<file path="src/rtl/fcs_pkg.sv">
package fcs_pkg;

  typedef enum logic [2:0] {
    D_READ,
    D_UNLK1,
    D_UNLK2,
    D_PROG,
    D_ERA1,
    D_ERA2,
    D_ERA3,
    D_QUERY
  } dec_state_t;

  typedef enum logic [1:0] {
    OP_NONE,
    OP_PROG,
    OP_ERASE,
    OP_HOLD
  } op_kind_t;

  localparam logic [7:0] KEY_FIRST  = 8'hAA;
  localparam logic [7:0] KEY_SECOND = 8'h55;
  localparam logic [7:0] CMD_PROG   = 8'hA0;
  localparam logic [7:0] CMD_ERASE  = 8'h80;
  localparam logic [7:0] CMD_QUERY  = 8'h90;
  localparam logic [7:0] CMD_SECTOR = 8'h30;
  localparam logic [7:0] ERASED     = 8'hFF;

endpackage

</file>
<file path="src/rtl/fcs_rst_sync.sv">
module fcs_rst_sync (
  input  logic clk,
  input  logic arst_n,
  output logic srst_n
);

  logic stage1_q;
  logic stage2_q;

  always_ff @(posedge clk or negedge arst_n) begin
    if (!arst_n) begin
      stage1_q <= 1'b0;
      stage2_q <= 1'b0;
    end else begin
      stage1_q <= 1'b1;
      stage2_q <= stage1_q;
    end
  end

  assign srst_n = stage2_q;

endmodule

</file>
<file path="src/rtl/fcs_decode.sv">
module fcs_decode
  import fcs_pkg::*;
#(
  parameter int ADDR_W    = 8,
  parameter int NSEC      = 4,
  parameter int BYTE_BITS = 4,
  parameter int IDX_W     = 6,
  parameter logic [ADDR_W-1:0] UNLK_ADDR1 = 'h55,
  parameter logic [ADDR_W-1:0] UNLK_ADDR2 = 'h2A
) (
  input  logic              clk,
  input  logic              rst_n,
  input  logic              wr,
  input  logic [ADDR_W-1:0] addr,
  input  logic [7:0]        wdata,
  input  logic              busy,
  input  logic [NSEC-1:0]   prot_flags,
  output logic              start,
  output op_kind_t          start_kind,
  output logic [IDX_W-1:0]  start_addr,
  output logic [7:0]        start_data,
  output logic              in_query
);

  localparam int SEC_BITS = IDX_W - BYTE_BITS;

  dec_state_t          state_q, state_d;
  logic [SEC_BITS-1:0] wr_sector;
  logic                wr_protected;
  logic                at_unlk1;
  logic                at_unlk2;

  assign wr_sector    = addr[IDX_W-1:BYTE_BITS];
  assign wr_protected = prot_flags[wr_sector];
  assign at_unlk1     = (addr == UNLK_ADDR1);
  assign at_unlk2     = (addr == UNLK_ADDR2);

  always_comb begin
    state_d    = state_q;
    start      = 1'b0;
    start_kind = OP_NONE;
    if (wr && !busy) begin
      unique case (state_q)
        D_READ: begin
          if (at_unlk1 && wdata == KEY_FIRST) state_d = D_UNLK1;
        end
        D_UNLK1: begin
          state_d = (at_unlk2 && wdata == KEY_SECOND) ? D_UNLK2 : D_READ;
        end
        D_UNLK2: begin
          state_d = D_READ;
          if (at_unlk1) begin
            if (wdata == CMD_PROG)       state_d = D_PROG;
            else if (wdata == CMD_ERASE) state_d = D_ERA1;
            else if (wdata == CMD_QUERY) state_d = D_QUERY;
          end
        end
        D_PROG: begin
          state_d = D_READ;
          if (!wr_protected) begin
            start      = 1'b1;
            start_kind = OP_PROG;
          end
        end
        D_ERA1: begin
          state_d = (at_unlk1 && wdata == KEY_FIRST) ? D_ERA2 : D_READ;
        end
        D_ERA2: begin
          state_d = (at_unlk2 && wdata == KEY_SECOND) ? D_ERA3 : D_READ;
        end
        D_ERA3: begin
          state_d = D_READ;
          if (wdata == CMD_SECTOR) begin
            start      = 1'b1;
            start_kind = wr_protected ? OP_HOLD : OP_ERASE;
          end
        end
        D_QUERY: begin
          state_d = D_READ;
        end
        default: state_d = D_READ;
      endcase
    end
  end

  always_ff @(posedge clk or negedge rst_n) begin
    if (!rst_n) state_q <= D_READ;
    else        state_q <= state_d;
  end

  assign start_addr = addr[IDX_W-1:0];
  assign start_data = wdata;
  assign in_query   = (state_q == D_QUERY);

endmodule

</file>
<file path="src/rtl/fcs_timer.sv">
module fcs_timer
  import fcs_pkg::*;
#(
  parameter int IDX_W     = 6,
  parameter int PROG_CYC  = 64,
  parameter int ERASE_CYC = 512,
  parameter int HOLD_CYC  = 256
) (
  input  logic             clk,
  input  logic             rst_n,
  input  logic             start,
  input  op_kind_t         start_kind,
  input  logic [IDX_W-1:0] start_addr,
  input  logic [7:0]       start_data,
  output logic             busy,
  output logic             done,
  output op_kind_t         op_kind,
  output logic [IDX_W-1:0] op_addr,
  output logic [7:0]       op_data
);

  localparam int MAX_A = (PROG_CYC > ERASE_CYC) ? PROG_CYC : ERASE_CYC;
  localparam int MAX_C = (MAX_A > HOLD_CYC) ? MAX_A : HOLD_CYC;
  localparam int CNT_W = $clog2(MAX_C + 1);

  logic             busy_q, busy_d;
  logic [CNT_W-1:0] cnt_q, cnt_d;
  logic             load;
  op_kind_t         kind_q;
  logic [IDX_W-1:0] addr_q;
  logic [7:0]       data_q;

  always_comb begin
    busy_d = busy_q;
    cnt_d  = cnt_q;
    load   = 1'b0;
    done   = busy_q && (cnt_q == '0);
    if (busy_q) begin
      if (cnt_q == '0) busy_d = 1'b0;
      else             cnt_d  = cnt_q - 1'b1;
    end else if (start) begin
      busy_d = 1'b1;
      load   = 1'b1;
      unique case (start_kind)
        OP_PROG:  cnt_d = CNT_W'(PROG_CYC - 1);
        OP_ERASE: cnt_d = CNT_W'(ERASE_CYC - 1);
        default:  cnt_d = CNT_W'(HOLD_CYC - 1);
      endcase
    end
  end

  always_ff @(posedge clk or negedge rst_n) begin
    if (!rst_n) begin
      busy_q <= 1'b0;
      cnt_q  <= '0;
    end else begin
      busy_q <= busy_d;
      cnt_q  <= cnt_d;
    end
  end

  always_ff @(posedge clk or negedge rst_n) begin
    if (!rst_n) begin
      kind_q <= OP_NONE;
      addr_q <= '0;
      data_q <= '0;
    end else if (load) begin
      kind_q <= start_kind;
      addr_q <= start_addr;
      data_q <= start_data;
    end
  end

  assign busy    = busy_q;
  assign op_kind = kind_q;
  assign op_addr = addr_q;
  assign op_data = data_q;

endmodule

</file>
<file path="src/rtl/fcs_store.sv">
module fcs_store
  import fcs_pkg::*;
#(
  parameter int NSEC      = 4,
  parameter int SEC_BYTES = 16,
  parameter int IDX_W     = 6,
  parameter int BYTE_BITS = 4,
  parameter logic [NSEC-1:0] PROT_INIT = '0
) (
  input  logic             clk,
  input  logic             rst_n,
  input  logic             commit,
  input  op_kind_t         commit_kind,
  input  logic [IDX_W-1:0] commit_addr,
  input  logic [7:0]       commit_data,
  input  logic [IDX_W-1:0] rd_addr,
  output logic [7:0]       rd_byte,
  output logic [NSEC-1:0]  prot_flags
);

  localparam int TOTAL    = NSEC * SEC_BYTES;
  localparam int SEC_BITS = IDX_W - BYTE_BITS;

  logic [7:0]       mem_q [TOTAL];
  logic [7:0]       nxt   [TOTAL];
  logic [TOTAL-1:0] we;

  logic do_prog;
  logic do_erase;
  assign do_prog  = commit && (commit_kind == OP_PROG);
  assign do_erase = commit && (commit_kind == OP_ERASE);

  for (genvar i = 0; i < TOTAL; i++) begin : g_byte
    logic hit_byte;
    logic hit_sec;
    assign hit_byte = (commit_addr == IDX_W'(i));
    assign hit_sec  = (commit_addr[IDX_W-1:BYTE_BITS] == SEC_BITS'(i / SEC_BYTES));
    assign we[i]    = (do_prog && hit_byte) || (do_erase && hit_sec);
    assign nxt[i]   = do_erase ? ERASED : (mem_q[i] & commit_data);
  end

  always_ff @(posedge clk or negedge rst_n) begin
    if (!rst_n) begin
      for (int i = 0; i < TOTAL; i++) mem_q[i] <= ERASED;
    end else begin
      for (int i = 0; i < TOTAL; i++) begin
        if (we[i]) mem_q[i] <= nxt[i];
      end
    end
  end

  assign rd_byte    = mem_q[rd_addr];
  assign prot_flags = PROT_INIT;

endmodule

</file>
<file path="src/rtl/flash_cmd_seq.sv">
module flash_cmd_seq
  import fcs_pkg::*;
#(
  parameter int ADDR_W    = 8,
  parameter int NSEC      = 4,
  parameter int SEC_BYTES = 16,
  parameter int PROG_CYC  = 64,
  parameter int ERASE_CYC = 512,
  parameter int HOLD_CYC  = 256,
  parameter logic [NSEC-1:0]   PROT_INIT  = 4'b0100,
  parameter logic [ADDR_W-1:0] UNLK_ADDR1 = 'h55,
  parameter logic [ADDR_W-1:0] UNLK_ADDR2 = 'h2A
) (
  input  logic              clk,
  input  logic              rst_n,
  input  logic              bus_wr,
  input  logic              bus_rd,
  input  logic [ADDR_W-1:0] bus_addr,
  input  logic [7:0]        bus_wdata,
  input  logic [NSEC-1:0]   sector_sel,
  output logic [7:0]        bus_rdata,
  output logic              bus_rvalid,
  output logic              busy
);

  localparam int BYTE_BITS = $clog2(SEC_BYTES);
  localparam int SEC_BITS  = $clog2(NSEC);
  localparam int IDX_W     = BYTE_BITS + SEC_BITS;

  logic             rst_q_n;
  logic             start;
  op_kind_t         start_kind;
  logic [IDX_W-1:0] start_addr;
  logic [7:0]       start_data;
  logic             in_query;
  logic             done;
  op_kind_t         op_kind;
  logic [IDX_W-1:0] op_addr;
  logic [7:0]       op_data;
  logic [NSEC-1:0]  prot_flags;
  logic [IDX_W-1:0] rd_idx;
  logic [7:0]       array_byte;

  fcs_rst_sync u_rst (
    .clk    (clk),
    .arst_n (rst_n),
    .srst_n (rst_q_n)
  );

  fcs_decode #(
    .ADDR_W     (ADDR_W),
    .NSEC       (NSEC),
    .BYTE_BITS  (BYTE_BITS),
    .IDX_W      (IDX_W),
    .UNLK_ADDR1 (UNLK_ADDR1),
    .UNLK_ADDR2 (UNLK_ADDR2)
  ) u_dec (
    .clk        (clk),
    .rst_n      (rst_q_n),
    .wr         (bus_wr),
    .addr       (bus_addr),
    .wdata      (bus_wdata),
    .busy       (busy),
    .prot_flags (prot_flags),
    .start      (start),
    .start_kind (start_kind),
    .start_addr (start_addr),
    .start_data (start_data),
    .in_query   (in_query)
  );

  fcs_timer #(
    .IDX_W     (IDX_W),
    .PROG_CYC  (PROG_CYC),
    .ERASE_CYC (ERASE_CYC),
    .HOLD_CYC  (HOLD_CYC)
  ) u_tmr (
    .clk        (clk),
    .rst_n      (rst_q_n),
    .start      (start),
    .start_kind (start_kind),
    .start_addr (start_addr),
    .start_data (start_data),
    .busy       (busy),
    .done       (done),
    .op_kind    (op_kind),
    .op_addr    (op_addr),
    .op_data    (op_data)
  );

  assign rd_idx = bus_addr[IDX_W-1:0];

  fcs_store #(
    .NSEC      (NSEC),
    .SEC_BYTES (SEC_BYTES),
    .IDX_W     (IDX_W),
    .BYTE_BITS (BYTE_BITS),
    .PROT_INIT (PROT_INIT)
  ) u_mem (
    .clk         (clk),
    .rst_n       (rst_q_n),
    .commit      (done),
    .commit_kind (op_kind),
    .commit_addr (op_addr),
    .commit_data (op_data),
    .rd_addr     (rd_idx),
    .rd_byte     (array_byte),
    .prot_flags  (prot_flags)
  );

  // Read path: polling byte, protection query, or array contents
  logic       poll_hit;
  logic       query_hit;
  logic       sel_prot;
  logic [7:0] poll_byte;
  logic [7:0] rdata_d;
  logic [7:0] rdata_q;
  logic       rvalid_q;

  always_comb begin
    poll_hit = 1'b0;
    if (busy) begin
      if (op_kind == OP_PROG) poll_hit = (rd_idx == op_addr);
      else poll_hit = (rd_idx[IDX_W-1:BYTE_BITS] == op_addr[IDX_W-1:BYTE_BITS]);
    end
    poll_byte = (op_kind == OP_PROG) ? {~op_data[7], 7'b0} : 8'h00;
    query_hit = in_query && !bus_addr[6] && bus_addr[1] && !bus_addr[0];
    sel_prot  = $onehot(sector_sel) && |(sector_sel & prot_flags);
    if (poll_hit)       rdata_d = poll_byte;
    else if (query_hit) rdata_d = {7'b0, sel_prot};
    else                rdata_d = array_byte;
  end

  always_ff @(posedge clk or negedge rst_q_n) begin
    if (!rst_q_n) rvalid_q <= 1'b0;
    else          rvalid_q <= bus_rd;
  end

  always_ff @(posedge clk or negedge rst_q_n) begin
    if (!rst_q_n)    rdata_q <= '0;
    else if (bus_rd) rdata_q <= rdata_d;
  end

  assign bus_rdata  = rdata_q;
  assign bus_rvalid = rvalid_q;

endmodule

</file>
<file path="config.mk">
export PLATFORM = sky130hd
export DESIGN_NAME = flash_cmd_seq
export DESIGN_NICKNAME = d
export VERILOG_FILES = /design/src/rtl/fcs_pkg.sv /design/src/rtl/fcs_rst_sync.sv /design/src/rtl/fcs_decode.sv /design/src/rtl/fcs_timer.sv /design/src/rtl/fcs_store.sv /design/src/rtl/flash_cmd_seq.sv
export SDC_FILE = /design/constraint.sdc
export NUM_CORES = 1
export LEC_CHECK = 0
export BUFFER_PORTS_ARGS = -buffer_cell sky130_fd_sc_hd__buf_2
export CORE_UTILIZATION = 41
export CTS_BUF_LIST = sky130_fd_sc_hd__clkbuf_4
export DETAILED_ROUTE_END_ITERATION = 10
export PLACE_DENSITY_LB_ADDON = 0.12
export SLEW_MARGIN = 40
export SYNTH_ARGS = -nofsm -noshare
export SYNTH_HDL_FRONTEND = slang
export SYNTH_HIERARCHICAL = 1
export SYNTH_SLANG_ARGS = --single-unit
export TNS_END_PERCENT = 20
</file>
<file path="constraint.sdc">
create_clock -name clk -period 17.35 [get_ports clk]
set_input_delay 1.735 -clock clk [delete_from_list [all_inputs] [get_ports clk]]
set_output_delay 1.735 -clock clk [all_outputs]
set_load 0.005 [all_outputs]
</file>
Word level (Yosys, flattened, before mapping)
Index checks and enable logic that the tools add are counted.
Operators by class
  bitwise operators: 66
  order comparisons: 2
  muxes and demuxes: 100
  equal/unequal tests: 90
  add/subtract/negate cells: 4
  reduce and logical (&&, ||, !) cells: 153
Operator list (number)
  $mux W8: 69
  $and A8 B8 Y8: 64
  $eq A6 B6 Y1 const B: 32
  $eq A6 B5 Y1 const B: 16
  $logic_and A1 B1 Y1: 78
  $logic_or A1 B1 Y1: 64
  $bmux W8 S6: 1
  $eq A6 B4 Y1 const B: 8
  $eq A8 B8 Y1 const B: 4
  $mux W10: 3
  $eq A6 B3 Y1 const B: 4
  $mux W3: 7
  $pmux W3 S6: 1
  $pmux W9 S2: 1
  $eq A8 B6 Y1 const B: 2
  $eq A8 B7 Y1 const B: 2
  $eq A3 B3 Y1 const B: 4
  $eq A6 B2 Y1 const B: 2
  $mux W1: 12
  $logic_not A10 Y1: 1
  $sub A10 B1 Y10 const B: 1
  $eq A2 B2 Y1 const B: 4
  $ge A7 B7 Y1 const B: 1
  $not A6 Y7: 1
  23 further kinds: 33
Storage, ports and cells
  register bits: 553
  logic and storage cells: 489
  output and inout bits: 10

Logic depth before layout (Yosys ltp)
  depth in word-level cells: 10
  mapped depth: 11
  mapped depth without buffers: 10

By module
Netlist, hierarchy kept.
Modules (own cells, without submodules)
  fcs_store: seq. area each 13452.9 um^2, area each 23014.6 um^2, times used 1, cells an instance 2067
  fcs_timer: seq. area each 675.6 um^2, area each 1234.9 um^2, times used 1, cells an instance 132
  flash_cmd_seq: seq. area each 225.2 um^2, area each 590.6 um^2, times used 1, cells an instance 52
  fcs_decode: seq. area each 75.1 um^2, area each 495.5 um^2, times used 1, cells an instance 58
  fcs_rst_sync: seq. area each 50.0 um^2, area each 53.8 um^2, times used 1, cells an instance 3

Worst setup path before layout
OpenSTA, ideal clock, no wires.
  path type: in2reg
  start: in bus_addr[1]
  end: reg rdata_q[0] (netlist: bus_rdata[0])
  stages on the path: 10
  arrival time: 3.520 ns
  buffers on the path: 3
  setup slack: 13.711 ns
  path through: buf_4 -> clkbuf_1 -> buf_2 -> mux4_2 -> a22oi_1 -> nand3_1 -> a22o_1 -> inv_1 -> o22ai_1 -> a31o_1
Between the ends
  word-level cells in the longest chain between the ends: 6
  elaborated cells on any way between the ends: 11
  classes of those cells: 1 x eq/ne; 7 x mux; 1 x bitwise; 2 x reduce/logical
RTL lines
  start, declared: line flash_cmd_seq.sv:18  | input logic [ADDR_W-1:0] bus_addr,
  $not A6 Y7 (not written as such): line fcs_store.sv:52  | assign rd_byte = mem_q[rd_addr];
  $bmux W8 S6: line fcs_store.sv:52
  $mux W8 (not written as such) (2 in a row): line fcs_store.sv:52
  named net array_byte[0]: line flash_cmd_seq.sv:42  | logic [7:0] array_byte;
  $mux W8: line flash_cmd_seq.sv:130  | else if (query_hit) rdata_d = {7'b0, sel_prot};
  $mux W8: line flash_cmd_seq.sv:129  | if (poll_hit) rdata_d = poll_byte;
  end signal, assigned: line flash_cmd_seq.sv:141  | else if (bus_rd) rdata_q <= rdata_d;
  end, declared: line flash_cmd_seq.sv:117  | logic [7:0] rdata_q;
The timed path passes the listed nets, and every way through them passes these cells. The select of a mux whose other input is x is not followed.
A chain may end at the register's enable or synchronous reset.

Worst setup path in the final report
  start: reg u_tmr.cnt_q[0]
  end: reg u_mem/mem_q[47] (netlist bit)
Between the ends
  word-level cells in the longest chain between the ends: 5
  elaborated cells on any way between the ends: 8
  classes of those cells: 1 x mux; 7 x reduce/logical
RTL lines
  start, declared: line fcs_timer.sv:27  | logic [CNT_W-1:0] cnt_q, cnt_d;
  start signal, assigned: line fcs_timer.sv:58  | cnt_q <= cnt_d;
  $logic_not A10 Y1 (*): line fcs_timer.sv:37  | done = busy_q && (cnt_q == '0);
  $logic_and A1 B1 Y1 (*): line fcs_timer.sv:37
  named net done: line flash_cmd_seq.sv:36  | logic done;
  $logic_and A1 B1 Y1, on equally long branches: line fcs_store.sv:30, fcs_store.sv:31
  $logic_and A1 B1 Y1: line fcs_store.sv:38  | assign we[i] = (do_prog && hit_byte) || (do_erase && hit_sec);
  $logic_or A1 B1 Y1: line fcs_store.sv:38
  end signal, assigned by index: line fcs_store.sv:47  | if (we[i]) mem_q[i] <= nxt[i];
  end, declared: line fcs_store.sv:24  | logic [7:0] mem_q [TOTAL];
Mark *: on every way through the listed nets, which the timed path passes. The rest lies on a longest branch.

==> results list <==
- Dividing the detail-routed wire length by the instance count gives 23.3 um.
- The number of gates resized after CTS was 0.
- Dividing total power by cell area gives a power density of 94.4 nW/um^2.
* Primary flip-flop cell chosen by synthesis mapping: sky130_fd_sc_hd__dfstp_2
- Status: completed
* Core Area: 60,800 sq um
- Crit-path cells: inv_1 > ha_1 > or4b_1 > nor3_2 > and2_1 > nand2_1 > nor2_2 > nand2_1 > o21ai_0 > nand2_1
- Number of enable-type register cells in the synthesized netlist: 0
- The startpoint identified for the worst register-to-register timing path is u_tmr/cnt_q[0]$_DFFE_PN0P_.
- Total count of hold-check failures in the final report: 0
- X dimension of the die: 251 um
- Number of antenna violations at the first check in global routing: 2
- Period minus WS final: 4170 ps
* Delay contributed by the slowest stage of the critical path: 720 ps
- STA puts the critical path data arrival time at 5030 ps.
* CP startpoint kind: flip-flop
- Row Count: 90
- Final count of pins violating max slew: 0
- Initial core utilization: 41.8%
* Sequential-to-total area share from yosys stat: 57.0%
* Total non-filler cell area in the finished layout: 28,200 sq um
- Sw frac: 24.9%
- Pin placement for this block handled 34 I/O pins.
- GRT Residual Overflow: 0
- Fraction of final layout cells with drive strength greater than 1: 41.3%
* CP Max Fanout: 16
* Power spent charging and discharging nets: 0.000663 W
- STA puts the critical path data required time at 18,210 ps.
- The clock passes through at most 3 buffers.
- Share of total power in the clock network: 46.0%
- FF-to-FF End: u_mem/mem_q[47]$_DFFE_PN1P_
- The min-delay analysis places its worst path in the category flip-flop to flip-flop.
- For this design, the slowest cell found on the critical path is sky130_fd_sc_hd__nor2_2.
- H-tree depth: 4
- TritonCTS built the clock tree.
* Critical Setup Path Class: flip-flop to flip-flop
- In this run the worst setup path terminates at u_mem/mem_q[47]$_DFFE_PN1P_.
- Sum of buffers and inverters on the critical path: 1
- RSZ-0062 raised after global routing: no
* Combinational Power Share: 4.8%
- Compared with the post-synthesis result, the final layout area differs by 11.2%.
- In this run the register-to-register setup slack is 13,180 ps.
- Fin nets: 2,371
* Number of cells produced by synthesis: 2,312
- Total wirelength of the detailed-routed design: 75.6 mm
- In this run the remaining antenna-violating nets after routing total 0.
- Hold-fix buffer count after cts: 0
- Area enclosed by the die boundary: 62,900 sq um
- Clock slew at reported path FFs: 70 ps
- Weighted congestion at the end of routability-driven global placement: 0.892
- Synth warn: 6
* Via count of the first global-routing pass: 18.7k
* Global-route wire length before repair: 116 mm
- Once placement finished, the instance area stood at 26,200 sq um.
* Post-route setup TNS: 0 ps
- DRC violation count after routing: 0
* Gate family responsible for the most delay along the worst path: simple AND/OR/NAND/NOR gates
* Worst setup skew after layout: 53.5 ps
- Static Leak: 13.3 nW
- The die is 251 um tall.
* Sort of element at the end of the critical path: flip-flop
- Worst slew margin relative to its limit: 43.7%
* Total vias in the final route: 18.7k
- The internal power of the cells totals 0.00200 W.
- Largest net degree at the start of global routing: 117
* Clock Tree Root: sky130_fd_sc_hd__clkbuf_4
- Per-cell via count in the routed design: 5.78
- TritonRoute pass-1 iters: 6
- Number of sinks handled by clock tree synthesis: 553
- At the pin with the least slew margin, the transition time is 843 ps.
- Detailed placement finished with a half-perimeter wire length of 44.5 mm.
* Fraction of registers with async set or reset after synthesis: 100%
- Maximum frequency from static timing analysis: 0.240 GHz
- Worst voltage drop across the vdd grid: 0.0550 mV
- Startpoint of the most critical setup path: u_tmr/cnt_q[0]$_DFFE_PN0P_
* Initial DRC count: 1,785
- The worst hold path was traced through 0 stages.
- The synthesized design contains 553 register bits.
- Buffers inserted by post-CTS timing repair: 0
- TritonCTS created 153 clock buffers.
* Stages on the worst setup path: 10
- The count of buffers added on input and output ports is 33.
- The synthesized netlist occupies a cell area of 25,400 sq um.
* Final cycle utilization of the critical path: 24.1%
- Global-route total usage across every layer: 24.5%
- Dominant cell type by count on the critical path: sky130_fd_sc_hd__nand2_1
- The tool flagged a number of max-cap violations equal to 0.
- Worst-skew pair later-pin latency: 1000 ps
- Setup violations remaining at the end of the flow were counted as 0.
- Synthesis instantiated 74 different standard cells from the library.
- Counting cells, the worst reg-to-reg path comes to 10.
- The tightest hold path in the finished design has a slack of 350 ps.
- A synthesized cell averages 11.0 sq um.
- Sequential share of power: 49.3%
## power by group through the flow
stage                     sequential (W)  clock [W]  combinational [W]
final                            0.00131    0.00122           0.000127
after global placement           0.00133          0           0.000122
after CTS                        0.00131    0.00127           0.000126
after global routing             0.00131    0.00134           0.000137
after detailed placement         0.00133          0           0.000126
after floorplan                  0.00134          0          0.0000690
## cell families after synthesis
family / count (synthesis) / share of synthesized area, %
buffers and inverters: 202 / 3.71
other: 3 / 0.0443
AND/OR/NAND/NOR: 729 / 12.0
flip-flops: 553 / 57.0
XOR/XNOR: 7 / 0.241
adder cells (fa/ha/maj): 4 / 0.227
multiplexers: 163 / 12.8
AO/OA/AOI/OAI: 651 / 13.9
## cells in the mapped netlist, drive strengths merged, types with 2 or more instances
| master | n | area [sq um] |
|---|---|---|
| a32o | 7 | 70.1 |
| a31oi | 2 | 12.5 |
| a211oi | 9 | 67.6 |
| and4bb | 2 | 25.0 |
| mux2i | 31 | 310 |
| a21oi | 47 | 235 |
| nand2b | 12 | 75.1 |
| nor2 | 35 | 139 |
| o221ai | 10 | 87.6 |
| xor2 | 6 | 52.6 |
| nor4bb | 2 | 20.0 |
| nand2 | 609 | 2290 |
| buf | 55 | 389 |
| clkbuf | 131 | 492 |
| mux2 | 3 | 33.8 |
| inv | 16 | 60.1 |
| nor2b | 9 | 56.3 |
| a22oi | 6 | 45.0 |
| conb | 3 | 11.3 |
| or4 | 4 | 30.0 |
| nand3 | 10 | 50.1 |
| nor4b | 3 | 32.5 |
| o211ai | 2 | 15.0 |
| nor4 | 8 | 80.1 |
| or4b | 4 | 47.6 |
| or2 | 3 | 18.8 |
| and2 | 3 | 18.8 |
| a211o | 2 | 17.5 |
| o21ai | 526 | 2630 |
| or3 | 3 | 18.8 |
| nor3 | 12 | 70.1 |
| a221oi | 6 | 52.6 |
| dfrtp | 41 | 1030 |
| ha | 3 | 37.5 |
| mux4 | 129 | 2910 |
| dfstp | 512 | 13500 |
| o22ai | 15 | 93.8 |
| or3b | 3 | 26.3 |
| nand3b | 2 | 15.0 |
| a22o | 8 | 70.1 |
## registers in the layout, summed over array words and instances (netlist names), 2 cells and up
register,flops
bus_rdata,8
u_tmr/op_addr,6
u_dec/state_q,3
u_mem/mem_q,512
u_tmr/cnt_q,10
u_tmr/op_kind,2
u_tmr/op_data,8
## through the flow
stage	setup WS [ps]	instances	utilization [%]	power (W)
finish	13180	3244	46.4	0.00266
global route	13050	3244	46.4	0.00279
CTS	13270	3239	46.3	0.00271
detailed placement	12490	2969	43.0	0.00146
global placement	12130	2966	42.6	0.00145
floorplan	1690	2314	-	0.00141
## routing by layer
layer | GRT usage, % | wire, um | up-vias
met2 | 37.6 | 35100 | 662
met1 | 34.5 | 33900 | 9687
met4 | 8.27 | 1860 | 0
met3 | 5.10 | 4800 | 127
met5 | 0 | 0 | -
li1 | - | - | 8272
## area by class of cell
| type | instances | area, sq um |
|---|---|---|
| Sequential cell | 553 | 14500 |
| Inverter | 16 | 60.1 |
| Clock inverter | 39 | 270 |
| Antenna cell | 4 | 10.0 |
| Clock buffer | 231 | 1730 |
| Tap cell | 782 | 978 |
| Fill cell | 5727 | 32600 |
| Timing Repair Buffer | 60 | 514 |
| Multi-Input combinational cell | 1559 | 10200 |
## layout by cell type, fill, tap and decap left out, drive strengths merged, types with 4 or more instances in the layout
cell	count
nor2	35
nor2b	9
clkinv	30
mux2i	31
a21oi	47
dfstp	512
o221ai	10
inv	19
a221oi	6
nand3	10
conb	5
a32o	7
clkbuf	234
buf	57
mux4	129
nor3	12
dfrtp	41
or4	4
bufinv	4
xor2	6
nor4	8
diode	4
o22ai	15
nand2b	12
a22oi	6
or4b	4
o21ai	526
a22o	8
nand2	609
a211oi	9
## worst min-delay path by stage
stage | startpoint | end | slack (ps)
4_1_cts | u_rst/stage1_q$_DFF_PN0_ | u_rst/srst_n$_DFF_PN0_ | 360
3_5_place_dp | u_rst/stage1_q$_DFF_PN0_ | u_rst/srst_n$_DFF_PN0_ | 340
2_1_floorplan | u_rst/stage1_q$_DFF_PN0_ | u_rst/srst_n$_DFF_PN0_ | 330
5_1_grt | u_rst/stage1_q$_DFF_PN0_ | u_rst/srst_n$_DFF_PN0_ | 370
3_3_place_gp | u_rst/stage1_q$_DFF_PN0_ | u_rst/srst_n$_DFF_PN0_ | 340
6_report | u_rst/stage1_q$_DFF_PN0_ | u_rst/srst_n$_DFF_PN0_ | 350
No activity file was read; power rests on OpenSTA's default activity.
